File: src/rtl/tbtb_pkg.sv
package tbtb_pkg;
   function automatic bit is_pow2(input int unsigned n);
      return (n != 0) && ((n & (n - 1)) == 0);
   endfunction
endpackage

File: src/rtl/tbtb_addr_split.sv
module tbtb_addr_split #(
   parameter int unsigned PC_W  = 32,
   parameter int unsigned SHIFT = 2,
   parameter int unsigned IDX_W = 4,
   parameter int unsigned TAG_W = 8
) (
   input  logic [PC_W-1:0]  pc_i,
   output logic [IDX_W-1:0] idx_o,
   output logic [TAG_W-1:0] tag_o
);
   logic [PC_W-1:0] sh_idx, sh_tag;
   always_comb begin
      sh_idx = pc_i >> SHIFT;
      sh_tag = pc_i >> (SHIFT + IDX_W);
      idx_o  = sh_idx[IDX_W-1:0];
      tag_o  = sh_tag[TAG_W-1:0];
   end
endmodule

File: src/rtl/tbtb_store.sv
module tbtb_store #(
   parameter int unsigned SLOTS = 16,
   parameter int unsigned IDX_W = 4,
   parameter int unsigned TAG_W = 8,
   parameter int unsigned PC_W  = 32,
   parameter int unsigned TID_W = 1
) (
   input  logic             clk_i,
   input  logic             rst_ni,
   input  logic             flush_i,
   input  logic             wr_en_i,
   input  logic [IDX_W-1:0] wr_idx_i,
   input  logic [TAG_W-1:0] wr_tag_i,
   input  logic [PC_W-1:0]  wr_tgt_i,
   input  logic [TID_W-1:0] wr_tid_i,
   input  logic [IDX_W-1:0] rd_idx_i,
   output logic             rd_vld_o,
   output logic [TAG_W-1:0] rd_tag_o,
   output logic [PC_W-1:0]  rd_tgt_o,
   output logic [TID_W-1:0] rd_tid_o
);
   logic [SLOTS-1:0] vld_q;
   logic [TAG_W-1:0] tag_q [SLOTS];
   logic [PC_W-1:0]  tgt_q [SLOTS];
   logic [TID_W-1:0] tid_q [SLOTS];

   for (genvar s = 0; s < SLOTS; s++) begin : g_slot
      always_ff @(posedge clk_i) begin
         if (!rst_ni || flush_i) begin
            vld_q[s] <= 1'b0;
         end else if (wr_en_i && wr_idx_i == IDX_W'(s)) begin
            vld_q[s] <= 1'b1;
         end
      end
      always_ff @(posedge clk_i) begin
         if (wr_en_i && wr_idx_i == IDX_W'(s)) begin
            tag_q[s] <= wr_tag_i;
            tgt_q[s] <= wr_tgt_i;
            tid_q[s] <= wr_tid_i;
         end
      end
   end

   always_comb begin
      rd_vld_o = vld_q[rd_idx_i];
      rd_tag_o = tag_q[rd_idx_i];
      rd_tgt_o = tgt_q[rd_idx_i];
      rd_tid_o = tid_q[rd_idx_i];
   end
endmodule

File: src/rtl/tbtb_top.sv
module tbtb_top #(
   parameter int unsigned SLOTS = 16,
   parameter int unsigned TAG_W = 8,
   parameter int unsigned SHIFT = 2,
   parameter int unsigned PC_W  = 32,
   parameter int unsigned TID_W = 1
) (
   input  logic             clk_i,
   input  logic             rst_ni,
   input  logic             flush_i,
   input  logic             look_vld_i,
   input  logic [PC_W-1:0]  look_pc_i,
   input  logic [TID_W-1:0] look_tid_i,
   input  logic             upd_vld_i,
   input  logic [PC_W-1:0]  upd_pc_i,
   input  logic [PC_W-1:0]  upd_tgt_i,
   input  logic [TID_W-1:0] upd_tid_i,
   output logic             hit_o,
   output logic [PC_W-1:0]  tgt_o
);
   import tbtb_pkg::*;
   localparam int unsigned IDX_W = (SLOTS > 1) ? $clog2(SLOTS) : 1;

   if (!is_pow2(SLOTS)) begin : g_bad_slots
      $error("tbtb_top: SLOTS (R8) must be a power of two");
   end
   if (SHIFT + IDX_W + TAG_W > PC_W) begin : g_bad_widths
      $error("tbtb_top: tag and index exceed PC width");
   end

   logic [IDX_W-1:0] l_idx, u_idx;
   logic [TAG_W-1:0] l_tag, u_tag;
   logic             s_vld;
   logic [TAG_W-1:0] s_tag;
   logic [PC_W-1:0]  s_tgt;
   logic [TID_W-1:0] s_tid;
   logic             match;

   tbtb_addr_split #(.PC_W(PC_W), .SHIFT(SHIFT), .IDX_W(IDX_W), .TAG_W(TAG_W))
      look_split_i (.pc_i(look_pc_i), .idx_o(l_idx), .tag_o(l_tag));
   tbtb_addr_split #(.PC_W(PC_W), .SHIFT(SHIFT), .IDX_W(IDX_W), .TAG_W(TAG_W))
      upd_split_i (.pc_i(upd_pc_i), .idx_o(u_idx), .tag_o(u_tag));

   tbtb_store #(.SLOTS(SLOTS), .IDX_W(IDX_W), .TAG_W(TAG_W), .PC_W(PC_W), .TID_W(TID_W))
      store_i (
         .clk_i(clk_i), .rst_ni(rst_ni), .flush_i(flush_i),
         .wr_en_i(upd_vld_i), .wr_idx_i(u_idx), .wr_tag_i(u_tag),
         .wr_tgt_i(upd_tgt_i), .wr_tid_i(upd_tid_i),
         .rd_idx_i(l_idx), .rd_vld_o(s_vld), .rd_tag_o(s_tag),
         .rd_tgt_o(s_tgt), .rd_tid_o(s_tid));

   assign match = look_vld_i && s_vld && (s_tag == l_tag) && (s_tid == look_tid_i);

   always_ff @(posedge clk_i) begin
      if (!rst_ni) begin
         hit_o <= 1'b0;
         tgt_o <= '0;
      end else begin
         hit_o <= match;
         tgt_o <= match ? s_tgt : '0;
      end
   end
endmodule

File: config.mk
export PLATFORM = sky130hd
export DESIGN_NAME = tbtb_top
export DESIGN_NICKNAME = d
export VERILOG_FILES = /design/src/rtl/tbtb_pkg.sv /design/src/rtl/tbtb_addr_split.sv /design/src/rtl/tbtb_store.sv /design/src/rtl/tbtb_top.sv
export SDC_FILE = /design/constraint.sdc
export NUM_CORES = 1
export LEC_CHECK = 0
export CORE_MARGIN = 3
export CORE_UTILIZATION = 60
export DETAILED_ROUTE_END_ITERATION = 8
export PLACE_DENSITY = 0.84
export SYNTH_ARGS = -nofsm -noshare
export SYNTH_HDL_FRONTEND = slang
export SYNTH_HIERARCHICAL = 1
export SYNTH_SLANG_ARGS = --single-unit
File: constraint.sdc
create_clock -name clk_i -period 13.25 [get_ports clk_i]
set_input_delay 2.65 -clock clk_i [delete_from_list [all_inputs] [get_ports clk_i]]
set_output_delay 2.65 -clock clk_i [all_outputs]
set_load 0.05 [all_outputs]
==> results.cfg <==
[sta]
fin_crit_sh = 0.4796
setup_viol = 0
fin_crit_ns = 6.355
tightest_slew_ns = 1.335
fmax_ghz = 0.1574
hold_violations = 0
slew_viol_final = 0
finalClockSkew_ns = 0.02124
grt_setup_unrepaired = no
fin_tns_setup_ns = 0
maxSlewHeadroom = 0.1036

[global_routing]
grt_pass1_wl_um = 87550
antenna_found_initial = 2
gr-total-overflow = 0
track_usage = 0.2602
grt_max_degree = 99
grt_pass1_vias = 13850

[outcome]
outcome = complete, no violations

[drt]
drc = 0
route.vias.total = 12990
drt-wirelength-per-cell_um = 31.00
drtIter0Drc = 1660
dr.pass1.iters = 5
finalWirelength_um = 59490
routed_via_density = 6.769
ant_nets = 0

[power]
switching_share = 0.2018
power_leakage_nw = 9.541
seqPwrFrac = 0.541
combPwrFrac = 0.049
power.share.clock = 0.410
power_density_nw_per_um2 = 152.5
peakVddDrop_mv = 0.09858
p_sw_uw = 927.1
p_int_mw = 3.668

[cells_and_area]
final_cell_area_um2 = 30130
layout.nets = 1384
postLayoutCoreUtil = 0.6948
post_route_cells_drive_above_1_share = 0.2311
layout.cells.non_filler = 1919
area_delta_synth_final_pct = 13.76

[floorplan]
num_io_pins = 136
rows = 76
fp.dieH_um = 216.1
dieArea_um2 = 46690
die_w_um = 216.1
coreArea_um2 = 43360
start_util = 0.6107

[setup_path]
cp_slowest_cell = nor4_4
crit_path_cell_trace = buf_6 -> buf_4 -> mux4_2 -> a22oi_1 -> nand2_1 -> xor2_1 -> nor4_4 -> buf_4 -> and4_1
crit_start = look_pc_i[3]
worst-path-buf-inv = 3
arrival_ns = 6.87
crit_fanout = 66
end_kind = flip-flop
r2r_start = store_i/tag_q[10][1]
critPathKind = input port to flip-flop
cp.required_ns = 13.77
max_stage_delay_ns = 1.15
crit_path_start_kind = input port
worst_path_most_repeated_cell = buf_4
crit_family = buffers and inverters

[synthesis]
netlist_area_um2 = 26480
yosys_register_bits = 705
yosys_warnings = 6
avgSynthCellArea_um2 = 22.42
syn-num-nets = 1284
ys_seq_area_frac = 0.7809
synth_cells = 1181
synth_cell_types = 23

[clock_tree]
cts-root-buf = clkbuf_16
cts-hold-fix-buffers = 0
cts.sinks = 705
cts_max_level = 3
cts.repair.resized = 0
postCtsSetupBuffers = 0
cts_buffer_depth = 3
cts_tree = done
clkLatencyLatePin_ns = 0.59
path_clk_slew_ns = 0.06
cts_buffers = 69

[flow_run]
drv_cap = 0

[place]
port_buffers = 95
placed_cells = 1795
gp_congestion = 0.6790
placed_area_um2 = 27960
hpwl_um = 25690

[hold_path]
min_from = store_i/vld_q[11]
hold_class = flip-flop to flip-flop
layer usage:
metal  up-vias  GRT usage  part of all wire
met5         -   0.002083           0.00029
met4         2     0.1230             0.042
met3       194    0.06127              0.11
met2       881     0.4139              0.50
met1      6752     0.3482              0.36
li1       5160          -                 -
worst reg2reg max path: stages (launching register included):
cell      delay [ns]
edfxtp_1        0.42
mux4_2          0.50
a22oi_1         0.20
nand2_1         0.10
xor2_1          0.21
nor4_4          1.15
buf_4           0.45
and4_1          0.25
cell usage after synthesis:
cell	n	area (um^2)
edfxtp_1	656	19700
mux4_2	168	3784
a22oi_1	84	630.6
dfxtp_1	49	980.9
nand2_1	43	161.4
clkbuf_1	37	138.9
buf_4	34	255.2
and4_1	32	280.3
o21a_1	16	120.1
nor2_1	14	52.55
buf_6	12	135.1
xor2_1	9	78.83
buf_2	8	40.04
nor3_1	4	20.02
nor2b_1	3	18.77
nand2b_1	2	12.51
nand3_1	2	10.01
nand3b_1	2	15.01
nor4_2	2	25.02
and2_1	1	6.260
and3_1	1	6.260
buf_1	1	3.750
or3b_1	1	8.760
cells in the final DEF (no fill, tap or decap), types with 4 or more instances in the layout:
| master | count |
|---|---|
| xor2_1 | 9 |
| bufinv_16 | 5 |
| clkinv_2 | 9 |
| and4_1 | 32 |
| clkbuf_16 | 73 |
| clkbuf_1 | 18 |
| dfxtp_1 | 49 |
| buf_4 | 25 |
| edfxtp_1 | 656 |
| o21a_1 | 16 |
| mux4_2 | 168 |
| nor2_4 | 13 |
| clkinv_1 | 16 |
| nand2_1 | 43 |
| clkdlybuf4s50_1 | 93 |
| a22oi_1 | 84 |
| nor3_2 | 4 |
kinds of logic after synthesis:
kind of cell	Yosys count	share of synthesized area
muxes	168	0.1429
AOI/OAI and AO/OA	100	0.02835
buffers and inverters	92	0.02164
xor gates and xnor gates	9	0.002977
and+or+nand+nor	107	0.02329
DFF	705	0.7809
path summary, 6_finish.rpt:
kind,endpoint,slack [ns],depth (start not counted)
min,store_i/vld_q[11],0.46,1
max,tgt_o[10],6.90,9
max reg2reg,tgt_o[10],9.90,7
min reg2reg,store_i/vld_q[11],0.46,1
cell type report:
cell class	instances	area (um^2)
Tap cell	585	732.0
Sequential cell	705	20680
Multi-Input combinational cell	384	5384
Clock inverter	32	270.3
Timing Repair Buffer	121	1165
Clock buffer	91	1894
Fill cell	2489	13230
Antenna cell	1	2.502
power groups by stage:
stage          clock network (mW)  registers [mW]  logic, mW
6_report                     1.88            2.49      0.225
5_1_grt                      1.99            2.49      0.240
4_1_cts                      1.91            2.49      0.226
3_5_place_dp                    0            2.53      0.221
3_3_place_gp                    0            2.53      0.213
2_1_floorplan                   0            2.53      0.140
registers in the layout, summed over array words and instances, names as in the netlist:
register	flops
store_i/tag_q	128
store_i/vld_q	16
store_i/tgt_q	512
tgt_o	32
store_i/tid_q	16
hit_o	1
metrics by stage:
| step | hold WS [ns] | worst slack [ns] | power (mW) |
|---|---|---|---|
| after floorplan | 0.4354 | 6.689 | 2.669 |
| after global placement | 0.4414 | 6.540 | 2.741 |
| after detailed placement | 0.4517 | 6.429 | 2.754 |
| after CTS | 0.4656 | 6.944 | 4.623 |
| after global routing | 0.4978 | 6.742 | 4.720 |
| final | 0.4639 | 6.895 | 4.595 |
Power figures use the tool's default switching activity.
